`src/rtl/tune_pkg.sv`:
```
package tune_pkg;
  typedef enum logic [2:0] {
    ST_IDLE,
    ST_COMMIT,
    ST_TEST,
    ST_DECIDE,
    ST_FINAL
  } tune_state_e;

  localparam logic [2:0] MODE_FAST_A = 3'd4;
  localparam logic [2:0] MODE_FAST_B = 3'd5;

  function automatic logic mode_is_tunable(input logic [2:0] m);
    return (m == MODE_FAST_A) || (m == MODE_FAST_B);
  endfunction
endpackage

```
`src/rtl/tap_commit.sv`:
```
module tap_commit #(
  parameter int REPEAT = 2
) (
  input  logic clk,
  input  logic rst_n,
  input  logic go_i,
  input  logic ack_i,
  output logic upd_o,
  output logic done_o
);
  localparam int RW = (REPEAT > 1) ? $clog2(REPEAT) : 1;
  localparam logic [RW-1:0] LAST = RW'(REPEAT - 1);

  logic          active_q;
  logic          upd_q;
  logic          done_q;
  logic [RW-1:0] cnt_q;

  logic ack_seen;
  assign ack_seen = active_q && upd_q && ack_i;

  always_ff @(posedge clk) begin
    if (!rst_n) begin
      active_q <= 1'b0;
      upd_q    <= 1'b0;
      done_q   <= 1'b0;
      cnt_q    <= '0;
    end else begin
      done_q <= 1'b0;
      if (go_i) begin
        active_q <= 1'b1;
        upd_q    <= 1'b1;
        cnt_q    <= '0;
      end else if (ack_seen) begin
        upd_q <= 1'b0;
        if (cnt_q == LAST) begin
          active_q <= 1'b0;
          done_q   <= 1'b1;
        end else begin
          cnt_q <= cnt_q + 1'b1;
        end
      end else if (active_q && !upd_q) begin
        upd_q <= 1'b1;
      end
    end
  end

  assign upd_o  = upd_q;
  assign done_o = done_q;
endmodule

```
`src/rtl/streak_tracker.sv`:
```
module streak_tracker #(
  parameter int TAP_W = 6,
  parameter int SWEEP_LEN = 40
) (
  input  logic             clk,
  input  logic             rst_n,
  input  logic             clr_i,
  input  logic             step_i,
  input  logic             pass_i,
  input  logic [TAP_W-1:0] idx_i,
  output logic             any_pass_o,
  output logic [TAP_W-1:0] center_o
);
  localparam int LW = $clog2(SWEEP_LEN + 1);

  logic [LW-1:0]    cur_q, best_q;
  logic [TAP_W-1:0] end_q;
  logic [LW-1:0]    cur_inc;
  logic             longer;

  function automatic logic [TAP_W-1:0] run_center(input logic [TAP_W-1:0] last_idx,
                                                  input logic [LW-1:0] len);
    logic [LW-1:0] half;
    half = len >> 1;
    return last_idx - TAP_W'(half);
  endfunction

  assign cur_inc = cur_q + 1'b1;
  assign longer  = cur_inc > best_q;

  always_ff @(posedge clk) begin
    if (!rst_n || clr_i) begin
      cur_q  <= '0;
      best_q <= '0;
      end_q  <= '0;
    end else if (step_i) begin
      if (pass_i) begin
        cur_q <= cur_inc;
        if (longer) begin
          best_q <= cur_inc;
          end_q  <= idx_i;
        end
      end else begin
        cur_q <= '0;
      end
    end
  end

  assign any_pass_o = (best_q != '0);
  assign center_o   = run_center(end_q, best_q);
endmodule

```
`src/rtl/tune_sweep_engine.sv`:
```
module tune_sweep_engine
  import tune_pkg::*;
#(
  parameter int TAP_W = 6,
  parameter int SWEEP_LEN = 40,
  parameter int UPD_REPEAT = 2
) (
  input  logic             clk,
  input  logic             rst_n,
  input  logic             start_i,
  input  logic [2:0]       mode_i,
  output logic [TAP_W-1:0] tap_o,
  output logic             upd_o,
  input  logic             upd_ack_i,
  output logic             test_req_o,
  input  logic             test_rsp_valid_i,
  input  logic             test_rsp_pass_i,
  output logic             busy_o,
  output logic             done_o,
  output logic             err_o
);
  localparam logic [TAP_W-1:0] LAST_TAP = TAP_W'(SWEEP_LEN - 1);

  tune_state_e      state_q;
  logic [TAP_W-1:0] tap_q;
  logic             done_q, err_q;

  // named internal events
  logic sweep_begin, step_take, last_step, commit_go, commit_done;
  logic any_pass;
  logic [TAP_W-1:0] center_tap;

  assign sweep_begin = (state_q == ST_IDLE) && start_i && mode_is_tunable(mode_i);
  assign step_take   = (state_q == ST_TEST) && test_rsp_valid_i;
  assign last_step   = (tap_q == LAST_TAP);
  assign commit_go   = sweep_begin
                     || (step_take && !last_step)
                     || ((state_q == ST_DECIDE) && any_pass);

  tap_commit #(.REPEAT(UPD_REPEAT)) u_commit (
    .clk    (clk),
    .rst_n  (rst_n),
    .go_i   (commit_go),
    .ack_i  (upd_ack_i),
    .upd_o  (upd_o),
    .done_o (commit_done)
  );

  streak_tracker #(.TAP_W(TAP_W), .SWEEP_LEN(SWEEP_LEN)) u_streak (
    .clk        (clk),
    .rst_n      (rst_n),
    .clr_i      (sweep_begin),
    .step_i     (step_take),
    .pass_i     (test_rsp_pass_i),
    .idx_i      (tap_q),
    .any_pass_o (any_pass),
    .center_o   (center_tap)
  );

  always_ff @(posedge clk) begin
    if (!rst_n) begin
      state_q <= ST_IDLE;
      tap_q   <= '0;
      done_q  <= 1'b0;
      err_q   <= 1'b0;
    end else begin
      done_q <= 1'b0;
      err_q  <= 1'b0;
      case (state_q)
        ST_IDLE: begin
          if (sweep_begin) begin
            tap_q   <= '0;
            state_q <= ST_COMMIT;
          end else if (start_i) begin
            done_q <= 1'b1;
          end
        end
        ST_COMMIT: begin
          if (commit_done) state_q <= ST_TEST;
        end
        ST_TEST: begin
          if (step_take) begin
            if (last_step) begin
              state_q <= ST_DECIDE;
            end else begin
              tap_q   <= tap_q + 1'b1;
              state_q <= ST_COMMIT;
            end
          end
        end
        ST_DECIDE: begin
          if (any_pass) begin
            tap_q   <= center_tap;
            state_q <= ST_FINAL;
          end else begin
            done_q  <= 1'b1;
            err_q   <= 1'b1;
            state_q <= ST_IDLE;
          end
        end
        ST_FINAL: begin
          if (commit_done) begin
            done_q  <= 1'b1;
            state_q <= ST_IDLE;
          end
        end
        default: state_q <= ST_IDLE;
      endcase
    end
  end

  assign tap_o      = tap_q;
  assign test_req_o = (state_q == ST_TEST);
  assign busy_o     = (state_q != ST_IDLE);
  assign done_o     = done_q;
  assign err_o      = err_q;
endmodule

```
`config.mk`:
```
export PLATFORM = sky130hd
export DESIGN_NAME = tune_sweep_engine
export DESIGN_NICKNAME = d
export VERILOG_FILES = /design/src/rtl/tune_pkg.sv /design/src/rtl/tap_commit.sv /design/src/rtl/streak_tracker.sv /design/src/rtl/tune_sweep_engine.sv
export SDC_FILE = /design/constraint.sdc
export NUM_CORES = 1
export LEC_CHECK = 0
export ABC_AREA = 1
export BUFFER_PORTS_ARGS = -buffer_cell sky130_fd_sc_hd__buf_4
export CAP_MARGIN = 15
export CELL_PAD_IN_SITES_DETAIL_PLACEMENT = 1
export CELL_PAD_IN_SITES_GLOBAL_PLACEMENT = 1
export CORE_UTILIZATION = 42
export DETAILED_ROUTE_END_ITERATION = 10
export GPL_ROUTABILITY_DRIVEN = 0
export PLACE_DENSITY = 0.79
export REMOVE_ABC_BUFFERS = 1
export SLEW_MARGIN = 10
export SYNTH_ARGS = -nofsm -noshare
export SYNTH_HDL_FRONTEND = slang
export SYNTH_HIERARCHICAL = 1
export SYNTH_SLANG_ARGS = --single-unit
export TNS_END_PERCENT = 50
```
`constraint.sdc`:
```
create_clock -name clk -period 2.3 [get_ports clk]
set_input_delay 0.115 -clock clk [delete_from_list [all_inputs] [get_ports clk]]
set_output_delay 0.115 -clock clk [all_outputs]
set_load 0.03 [all_outputs]
```
# == After elaboration in Yosys (flattened, before gate mapping) ==
# Cells that the tools add are included.
# totals
input_bits,9
ff_bits,33
wordCells,86
out_inout_bits,11
# op_classes
muxes,26
n_eq_ne,13
reduce_logical,29
n_addsub,4
n_bitwise,2
magnitude_cmp,1
# op_table
cell,count
$mux 6,5
$pmux 6 s3,1
$mux 3,5
$pmux 3 s5,1
$add 6x1->6 const B,2
$mux 1,12
$eq 3x3->1 const B,3
$reduce_bool 3->1,3
$logic_and 1x1->1,8
$eq 3x2->1 const B,2
$eq 6x6->1 const B,1
$gt 6x6->1,1
$ne 2x1->1 const B,3
$ne 2x2->1 const B,3
$reduce_bool 6->1,1
$sub 6x5->6,1
$reduce_and 5->1,1
$logic_or 1x1->1,4
$reduce_and 2->1,2
$reduce_and 4->1,1
$reduce_bool 2->1,2
$eq 3x1->1 const B,1
$logic_not 1->1,3
$logic_not 3->1,1
other kinds (7),8

# == Longest topological paths before layout ==
# Gate-level depths: netlist of run 1.
# depth
word_depth,7
mapped_depth,15
depth_no_buf,15

# == By module ==
# Netlist of run 1, hierarchy kept.
# modules_own_cells
mod,cells_per_inst,seq_area_each_um2,area_per_inst_um2,instances
streak_tracker,171,360.3,1222.4,1
tune_sweep_engine,121,220.2,757.0,1
tap_commit,18,80.1,145.1,1

# == Worst setup path before layout of run 1 ==
# Ideal clock, no wire load.
# synth_timing
kind,register to register
startpoint,register u_streak.cur_q[0]
endpoint,register u_streak.end_q[0]
setup_ns,0.115
t_required_ns,2.185
n_path_buf,1
t_arrival_ns,1.817
slack_ns,0.368
path_stages_with_launch,14
period_less_slack_ns,1.932
cell_sequence,dfxtp_1 > ha_1 > nand3_1 > xor2_1 > inv_1 > ha_1 > nand2_2 > nor2_2 > nand2_1 > nand3_2 > buf_6 > nand3b_1 > nand2_1 > nor2_1
# synth_via
elab_chain_cells,3
# synth_lines
item,line,text
start: declaration,streak_tracker.sv:16,"logic [LW-1:0] cur_q, best_q;"
start signal: assignment,streak_tracker.sv:38,cur_q <= cur_inc;
$add 6x1->6,streak_tracker.sv:28,assign cur_inc = cur_q + 1'b1;
named net u_streak.cur_inc[4],streak_tracker.sv:18,logic [LW-1:0] cur_inc;
$gt 6x6->1,streak_tracker.sv:29,assign longer = cur_inc > best_q;
$reduce_and 3->1 (no source line),--,
end signal: assignment,streak_tracker.sv:41,end_q <= idx_i;
end: declaration,streak_tracker.sv:17,logic [TAP_W-1:0] end_q;
# The timed path passes the listed nets, and every way through them passes these cells.
# A chain may end at the register's enable or synchronous reset.

# == Final worst setup path of run 1 ==
# layout_timing
startpoint,register u_streak.cur_q[1]
endpoint,register u_streak.best_q[3]
# layout_via
elab_chain_cells,3
# layout_lines
item,line,text
$add 6x1->6,streak_tracker.sv:28,
named net u_streak.cur_inc[4],streak_tracker.sv:18,
$gt 6x6->1,streak_tracker.sv:29,
$reduce_and 3->1 (no source line),--,
end signal: assignment,streak_tracker.sv:40,best_q <= cur_inc;
end: declaration,streak_tracker.sv:16,
# The timed path passes the listed nets, and every way through them passes these cells.

==> impl_metrics.tcl, run 1 <==
set metrics [dict create \
    status "complete, no violations" \
    startpoint_type "flop" \
    synth_top_family_by_area "simple AND/OR/NAND/NOR gates" \
    cap_violations 0 \
    power.switching_uw 927 \
    ys_seq_area_share_pct 31.1 \
    clock-skew-final_ps 5.96 \
    synth_area_leaders "dfxtp_1 31%, nand2_1 13%, ha_1 7.7%, inv_1 7.1%, nand3_1 6.1%" \
    fp.dieW_um 73.1 \
    comb_power_share_pct 44.6 \
    r2r-end "u_streak/best_q[3]" \
    ant_nets 0 \
    leakage_uw 0.00116 \
    htree_levels 2 \
    vdd_drop_max_uv 539 \
    ff2ff_setup_slack_ps 180 \
    final_cell_mix "74 x nand2_1, 40 x inv_1, 33 x dfxtp_1" \
    ys_warn_count 6 \
    synth_area_leader_cell "dfxtp_1" \
    final_common_cell "nand2_1" \
    ioPinCount 20 \
    synth-compound-area-share_pct 10.1 \
    final_nets 356 \
    overflow 0 \
    crit_fanout 23 \
    post-route-period-util_pct 92.0 \
    tightest_slew_ps 369 \
    synth.avg_cell_area_sq_um 6.85 \
    seqPwrFrac_pct 34.4 \
    rows 25 \
    drive_gt1_share_pct 16.8 \
    r2r_start "u_streak/cur_q[1]" \
    grt_pass1_vias 2000 \
    hpwl_um 3890 \
    post_drt_wl_per_cell_um 13.1 \
    place_inst 393 \
    finalHoldViolations 0 \
    antenna_found_initial 0 \
    route.detailed.drc 0 \
    cp-end-kind "flop" \
    port-buffer-count 18 \
    clk_pin_slew_ps 80 \
    fmax_mhz 472 \
    r2r_cells 14 \
    p_clk_share_pct 21.0 \
    total_power_uw 2140 \
    chipHeight_um 73.1 \
    hold_path_class "in2reg" \
    dieArea_sq_um 5350 \
    cts.sinks 33 \
    cp-startpoint "u_streak/cur_q[1]" \
    ctsLongestPathBuffers 2 \
    setup_viol_count_final 0 \
    sw_frac_of_total_pct 43.3 \
    antenna_cells 0 \
    numCtsBuffers 5 \
    post_cts_resized 0 \
    slew_headroom_pct 75.2 \
    cts_root_buf "clkbuf_8" \
    first_iter_violations 49 \
    netlist_area_sq_um 2120 \
    postCtsSetupBuffers 0 \
    internal_power_uw 1220 \
    drt-total-wl_um 5270 \
    synth_xor_area_share_pct 3.30 \
    synth_fa_ha_area_share_pct 8.60 \
    start_util_pct 44.4 \
    finalWorstSetupSlack_ps 183 \
    synthMuxAreaShare_pct 0 \
    synth_simple_gate_area_share_pct 35.8 \
    synth.distinct_cells 32 \
    final_area_sq_um 2430 \
    arrival_ps 2350 \
    grt_use_total_pct 22.7 \
    rsz0062_at_grt "no" \
    grt_max_degree 24 \
    core_area_sq_um 4790 \
    instances_no_fill 401 \
    cp_data_required_time_ps 2540 \
    power_density_nw_per_um2 880 \
    synthCells 310 \
    crit_end "u_streak/best_q[3]" \
    synth_top_area_share_pct 31.1 \
    pre_cts_ws_ps 192 \
    drtPass1Iterations 4 \
    crit_type "reg2reg" \
    place_area_sq_um 2350 \
    vias 1985 \
    clk_latency_ps 290 \
    tns_ps 0 \
    grt_pass1_wl_um 9250 \
    period_needed_ps 2120 \
    cts_tree "yes" \
    vias_per_cell 4.95 \
    ys_ff_latch 33 \
    area_growth_pct 14.5 \
    cts_hold_buffers 0 \
    timing.final.max_slew_violations 0 \
]
state kept, by name, summed over array words and instances (netlist names), 3 cells and up:
| name | count |
|---|---|
| state_q | 3 |
| u_streak/best_q | 6 |
| tap_o | 6 |
| u_streak/end_q | 6 |
| u_streak/cur_q | 6 |
critical path, stage by stage, from the launching register on:
cell and delay (ps):
dfxtp_1 370, ha_1 220, nand3_1 100, xor2_1 210, inv_1 90, ha_1 290, nand2_2 60, nor2_2 130
nand2_1 80, nand3_2 80, buf_12 160, nand2_1 80, nand2_1 60, nand2_1 50, nor2_1 80
Yosys cell counts:
library cell / instances
a31oi_1: 2
nand2_1: 74
nor2_2: 3
xnor2_1: 6
nor3_1: 1
nand2_2: 2
nand3b_1: 8
buf_6: 3
a21oi_2: 3
fa_1: 1
or2_2: 1
ha_1: 13
inv_1: 40
clkinv_1: 1
o21ai_2: 1
or2_1: 1
buf_4: 1
nor4_1: 1
dfxtp_1: 33
a21oi_1: 23
nand3_2: 3
o21bai_1: 2
o21ai_0: 6
nor2_1: 32
nor2_4: 4
xor2_1: 2
nand3_1: 26
nand2_4: 1
a21o_1: 1
nand4_1: 5
inv_2: 8
buf_2: 2
stage by stage:
step           util (%)  hold slack, ps
2_1_floorplan         -             235
3_3_place_gp       49.0             420
3_5_place_dp       49.0             425
4_1_cts            50.8             107
5_1_grt            50.8             138
6_report           50.8             112
cell type report:
| type | instances | area [sq um] |
|---|---|---|
| Fill cell | 668 | 2350 |
| Multi-Input combinational cell | 222 | 1230 |
| Sequential cell | 33 | 661 |
| Timing Repair Buffer | 22 | 190 |
| Inverter | 49 | 184 |
| Tap cell | 67 | 83.8 |
| Clock buffer | 5 | 68.8 |
| Clock inverter | 3 | 17.5 |
power groups by stage:
stage,Sequential (uW),Clock (uW),Combinational [uW]
2_1_floorplan,797,0,596
3_3_place_gp,748,0,930
3_5_place_dp,749,0,950
4_1_cts,736,461,964
5_1_grt,750,489,1070
6_report,737,450,955
worst min path at each step:
stage,cells after the start,endpoint,from
floorplan,2,state_q[1],rst_n
global placement,3,state_q[1],rst_n
detailed placement,3,state_q[1],rst_n
CTS,3,state_q[1],rst_n
global route,3,state_q[1],rst_n
finish,3,state_q[1],rst_n
cell families after synthesis:
logic type               Yosys count
AND/OR/NAND/NOR                  162
buffers and inverters             55
AO/OA/AOI/OAI                     38
flip-flops                        33
adder cells (fa/ha/maj)           14
XOR/XNOR                           8
routing by layer:
layer | GRT usage (%) | routed length [um] | vias to the layer above
met5 | 0 | 0 | -
met4 | 7.84 | 61 | 0
met3 | 4.14 | 124 | 6
met2 | 39.8 | 2610 | 21
met1 | 27.7 | 2470 | 930
li1 | - | - | 1028
No activity file was read; power rests on OpenSTA's default activity.
==> run 2: changes to the inputs <==
--- a/config.mk
+++ b/config.mk
@@ -10,10 +10,10 @@
 export CAP_MARGIN = 15
 export CELL_PAD_IN_SITES_DETAIL_PLACEMENT = 1
 export CELL_PAD_IN_SITES_GLOBAL_PLACEMENT = 1
-export CORE_UTILIZATION = 42
+export CORE_UTILIZATION = 35
 export DETAILED_ROUTE_END_ITERATION = 10
 export GPL_ROUTABILITY_DRIVEN = 0
-export PLACE_DENSITY = 0.79
+export PLACE_DENSITY = 0.67
 export REMOVE_ABC_BUFFERS = 1
 export SLEW_MARGIN = 10
 export SYNTH_ARGS = -nofsm -noshare
==> impl_metrics.tcl, run 2 (same netlist as run 1, synthesis figures left out) <==
set metrics [dict create \
    total_power_uw 2400 \
    ff2ff_setup_slack_ps 200 \
    numCtsBuffers 5 \
    cts_tree "yes" \
    cts_hold_buffers 0 \
    cp_data_required_time_ps 2480 \
    ioPinCount 20 \
    p_clk_share_pct 27.4 \
    startpoint_type "flop" \
    grt_pass1_wl_um 9270 \
    cp-end-kind "flop" \
    chipHeight_um 79.9 \
    crit_fanout 12 \
    cp.buffers_inverters 2 \
    finalHoldViolations 0 \
    status "complete, no violations" \
    finalWorstSetupSlack_ps 200 \
    clk_latency_ps 280 \
    dieArea_sq_um 6390 \
    overflow 0 \
    power.switching_uw 926 \
    seqPwrFrac_pct 30.7 \
    post_drt_wl_per_cell_um 13.2 \
    period_needed_ps 2100 \
    cp_num_cells 14 \
    clk_pin_slew_ps 70 \
    vdd_drop_max_uv 423 \
    post-route-period-util_pct 91.3 \
    internal_power_uw 1470 \
    ant_nets 0 \
    tightest_slew_ps 342 \
    htree_levels 2 \
    route.detailed.drc 0 \
    hpwl_um 4060 \
    antenna_cells 0 \
    final_nets 358 \
    crit_chain "nand2_1, nor2_2, nand3_1, nand2_1, inv_2, ha_1, nand2_2, nor2_2, nand2_1, nand3_4, buf_12, nand2_1, nor2_1, nor2_1" \
    ctsLongestPathBuffers 2 \
    r2r_cells 14 \
    cpLargestDelayFamily "simple AND/OR/NAND/NOR gates" \
    instances_no_fill 411 \
    vias 1991 \
    place_inst 401 \
    clock-skew-final_ps 4.39 \
    port-buffer-count 18 \
    setup_viol_count_final 0 \
    finalCoreUtilization_pct 43.3 \
    vias_per_cell 4.84 \
    arrival_ps 2280 \
    drt-total-wl_um 5440 \
    cpMostUsedCell "nand2_1" \
    leakage_uw 0.00120 \
    crit_type "reg2reg" \
    r2r-end "u_streak/best_q[3]" \
    final_common_cell "nand2_1" \
    cts.sinks 33 \
    grt_pass1_vias 1972 \
    grt_use_total_pct 18.7 \
    first_iter_violations 65 \
    r2r_start "u_streak/cur_q[2]" \
    sw_frac_of_total_pct 38.6 \
    crit_end "u_streak/best_q[3]" \
    drive_gt1_share_pct 18.5 \
    antenna_found_initial 0 \
    start_util_pct 36.1 \
    pre_cts_ws_ps 150 \
    final_cell_mix "74 x nand2_1, 40 x inv_1, 32 x nor2_1, 32 x dfxtp_1, 25 x nand3_1" \
    slew_headroom_pct 77.0 \
    cts_root_buf "clkbuf_8" \
    cp-startpoint "u_streak/cur_q[2]" \
    fmax_mhz 476 \
    hold_path_class "in2reg" \
    hold_start "rst_n" \
    cap_violations 0 \
    comb_power_share_pct 41.9 \
    timing.final.max_slew_violations 0 \
    worst_path_max_delay_cell "dfxtp_1" \
    grt_max_degree 24 \
    area_growth_pct 19.9 \
    slowest_delay_ps 400 \
    core_area_sq_um 5890 \
    drtPass1Iterations 4 \
    fp.dieW_um 79.9 \
    power_density_nw_per_um2 942 \
    rows 28 \
]
-- run 2: area by class of cell --
cell class / instances / area (sq um)
flip-flops and latches: 33 / 662
repair buffers: 24 / 223
multi-input cells: 222 / 1250
inverters: 49 / 184
clock inverters: 3 / 65.1
clock buffers: 5 / 68.8
fillers: 763 / 3340
well taps: 75 / 93.8
-- run 2: per-stage QoR --
stage	hold slack [ps]	setup TNS [ps]	instance area, sq um
6_report	134	0	2550
5_1_grt	145	-6.17	2550
4_1_cts	130	0	2490
3_5_place_dp	440	0	2360
3_3_place_gp	431	0	2360
2_1_floorplan	235	0	2070
-- run 2: power groups by stage --
stage / Sequential (uW) / Clock [uW] / Combinational [uW]
global placement: 749 / 0 / 941
detailed placement: 751 / 0 / 956
floorplan: 797 / 0 / 596
global route: 751 / 700 / 1130
finish: 738 / 658 / 1000
CTS: 739 / 677 / 962
-- run 2: per-layer routing --
layer	GRT usage, %	up-vias	share of wire (%)
met5	0	-	0
met4	5.36	0	1.2
met3	3.43	6	1.9
met2	32.1	15	50
met1	23.7	932	47
li1	-	1038	-
-- run 2: worst min path at each step --
stage / slack (ps) / to / depth (start not counted)
after floorplan: 240 / state_q[1] / 2
after global placement: 430 / state_q[1] / 3
after detailed placement: 440 / state_q[1] / 3
after CTS: 130 / state_q[1] / 3
after global routing: 150 / tap_o[1] / 3
final: 130 / state_q[1] / 3
-- run 2: timing repair --
action | 4_1_cts | 5_1_grt
resized for setup | 0 | 5
setup endpoints to repair | 0 | 10
setup buffers | 0 | 1
-- run 2: worst min-delay path, stage by stage --
cell	delay (ps)
buf_4	160
nand2_1	70
nor2_1	30
==> run 3: changes to the inputs <==
--- a/config.mk
+++ b/config.mk
@@ -18,6 +18,5 @@
 export SLEW_MARGIN = 10
 export SYNTH_ARGS = -nofsm -noshare
 export SYNTH_HDL_FRONTEND = slang
-export SYNTH_HIERARCHICAL = 1
 export SYNTH_SLANG_ARGS = --single-unit
 export TNS_END_PERCENT = 50
==> impl_metrics.tcl, run 3 <==
set metrics [dict create \
    cts_hold_buffers 0 \
    drtPass1Iterations 4 \
    finalHoldViolations 0 \
    period_needed_ps 2100 \
    synth_fa_ha_area_share_pct 9.11 \
    power_density_nw_per_um2 818 \
    synth_top_area_share_pct 33.0 \
    synth_top_family_by_area "simple AND/OR/NAND/NOR gates" \
    grt_max_degree 17 \
    sw_frac_of_total_pct 43.0 \
    first_iter_violations 36 \
    post-route-period-util_pct 91.5 \
    hold_start "rst_n" \
    hold_end "u_commit.upd_o" \
    pre_cts_ws_ps 103 \
    ys.flop_type "dfxtp_1" \
    power.switching_uw 838 \
    internal_power_uw 1110 \
    synth_common_cells "61 x nand2_1, 37 x inv_1, 36 x nor2_1" \
    antenna_found_initial 0 \
    grt_pass1_vias 1958 \
    synth_area_leader_cell "dfxtp_1" \
    hold_path_class "in2reg" \
    r2r_cells 13 \
    postCtsSetupBuffers 0 \
    ys_seq_area_share_pct 33.0 \
    synth-compound-area-share_pct 12.4 \
    timing.final.max_slew_violations 0 \
    synth_area_leaders "dfxtp_1 33%, nand2_1 11%, ha_1 8.1%, inv_1 6.9%, nor2_1 6.7%" \
    worstHoldPathCells 3 \
    final_cell_mix "61 x nand2_1, 37 x inv_1, 36 x nor2_1" \
    ioPinCount 20 \
    tightest_slew_ps 375 \
    synth.distinct_cells 31 \
    fp.dieW_um 77.7 \
    r2r-end "u_streak.best_q[0]" \
    numCtsBuffers 5 \
    synth.avg_cell_area_sq_um 7.01 \
    crit_type "reg2reg" \
    overflow 0 \
    cap_violations 0 \
    finalCoreUtilization_pct 43.2 \
    cp_data_required_time_ps 2490 \
    netlist_area_sq_um 2000 \
    arrival_ps 2290 \
    hold_ws_ps 108 \
    leakage_uw 0.00111 \
    vias 1920 \
    drive_gt1_share_pct 18.6 \
    synthMostInstantiatedCell "nand2_1" \
    dieArea_sq_um 6030 \
    setup_viol_count_final 0 \
    startpoint_type "flop" \
    ys_warn_count 0 \
    final_nets 340 \
    status "complete, no violations" \
    final_common_cell "nand2_1" \
    finalWorstSetupSlack_ps 195 \
    cts.sinks 33 \
    synthCells 286 \
    fillers 731 \
    fmax_mhz 475 \
    cts_root_buf "clkbuf_8" \
    antenna_cells 0 \
    ys_ff_latch 33 \
    cts_tree "yes" \
    regArea_sq_um 663 \
    post_cts_resized 0 \
    p_clk_share_pct 22.9 \
    clk_pin_slew_ps 80 \
    synth_edf_count 0 \
    port-buffer-count 18 \
    hpwl_um 4130 \
    htree_levels 2 \
    synth_simple_gate_area_share_pct 34.5 \
    route.detailed.drc 0 \
    grt_pass1_wl_um 9000 \
    cp-end-kind "flop" \
    multi_input_area_sq_um 1170 \
    crit_fanout 4 \
    start_util_pct 36.4 \
    rows 27 \
    vdd_drop_max_uv 308 \
    post_drt_wl_per_cell_um 13.9 \
    clock-skew-final_ps 8.15 \
    ant_nets 0 \
    ys_async_sr_fraction_pct 0 \
    area_growth_pct 18.8 \
    comb_power_share_pct 39.4 \
    core_area_sq_um 5510 \
    vias_per_cell 4.92 \
    grt_use_total_pct 19.2 \
    r2r_start "u_streak.cur_q[1]" \
    synthMuxAreaShare_pct 0 \
    slew_headroom_pct 75.0 \
    ff2ff_setup_slack_ps 200 \
    ctsLongestPathBuffers 2 \
    synth_xor_area_share_pct 1.75 \
    drt-total-wl_um 5410 \
    seqPwrFrac_pct 37.8 \
    clk_latency_ps 290 \
    chipHeight_um 77.7 \
]
==> run 3: changes by cell type in the layout (fill, tap and decap cells not counted), sizes merged, moves of 2 or more <==
cell	delta
a31oi	-2
nand3b	-7
o21ai	+7
a22oi	+2
bufinv	-2
nand2	-13
inv	-9
nand3	+2
o22ai	+3
buf	+5
xnor2	-5
==> run 3: final cells by class <==
| class | instances | share of cell area, % |
|---|---|---|
| multi-input cells | 209 | 49.2 |
| flip-flops and latches | 33 | 27.9 |
| repair buffers | 28 | 8.99 |
| inverters | 40 | 6.52 |
| well taps | 72 | 3.78 |
| clock buffers | 5 | 2.89 |
| clock inverters | 3 | 0.736 |
==> run 3: worst max path at each step <==
stage / startpoint / end / slack (ps) / cells past startpoint
final: u_streak.cur_q[1] / u_streak.best_q[0] / 200 / 13
after floorplan: u_streak.cur_q[0] / u_streak.best_q[1] / 30 / 10
after CTS: u_streak.cur_q[1] / u_streak.end_q[3] / 70 / 12
after global placement: u_streak.cur_q[1] / u_streak.end_q[3] / 140 / 12
after detailed placement: u_streak.cur_q[1] / u_streak.best_q[2] / 100 / 12
after global routing: u_streak.cur_q[1] / u_streak.best_q[3] / -2 / 13
==> run 3: cell families after synthesis <==
family,after synthesis
adder cells (fa/ha/maj),14
AND/OR/NAND/NOR,144
AO/OA/AOI/OAI,47
flip-flops,33
buffers and inverters,44
XOR/XNOR,4
==> run 3: power groups by stage <==
stage,Combinational [uW],Clock (uW),Sequential (uW)
3_3_place_gp,749,0,745
5_1_grt,855,488,748
4_1_cts,770,467,736
3_5_place_dp,766,0,748
6_report,767,446,736
2_1_floorplan,447,0,795
==> run 3: critical path, cell delays in order, from the launching register on <==
cell and delay, ps:
dfxtp_2 350, nand3_1 110, nor2_1 130, nand3_1 80, nand2_1 110, inv_1 70
ha_1 290, nand2_1 140, nor2_1 60, o21ai_0 100, nand3_2 180, buf_4 190
a21oi_1 130, nor2_1 50
==> run 3: layer usage <==
metal / part of all wire [%] / up-vias / global-route usage, %
met5: 0 / - / 0
met3: 2.7 / 7 / 2.82
met1: 49 / 891 / 24.2
met4: 1.3 / 0 / 6.23
li1: - / 997 / -
met2: 47 / 25 / 33.2
==> run 3: per-stage QoR <==
| stage | cells | cell area, sq um | total power [uW] | TNS [ps] |
|---|---|---|---|---|
| after floorplan | 282 | 1970 | 1240 | 0 |
| after CTS | 390 | 2360 | 1970 | 0 |
| after global routing | 390 | 2380 | 2090 | -2.19 |
| final | 390 | 2380 | 1950 | 0 |
| after global placement | 382 | 2270 | 1490 | 0 |
| after detailed placement | 382 | 2270 | 1510 | 0 |
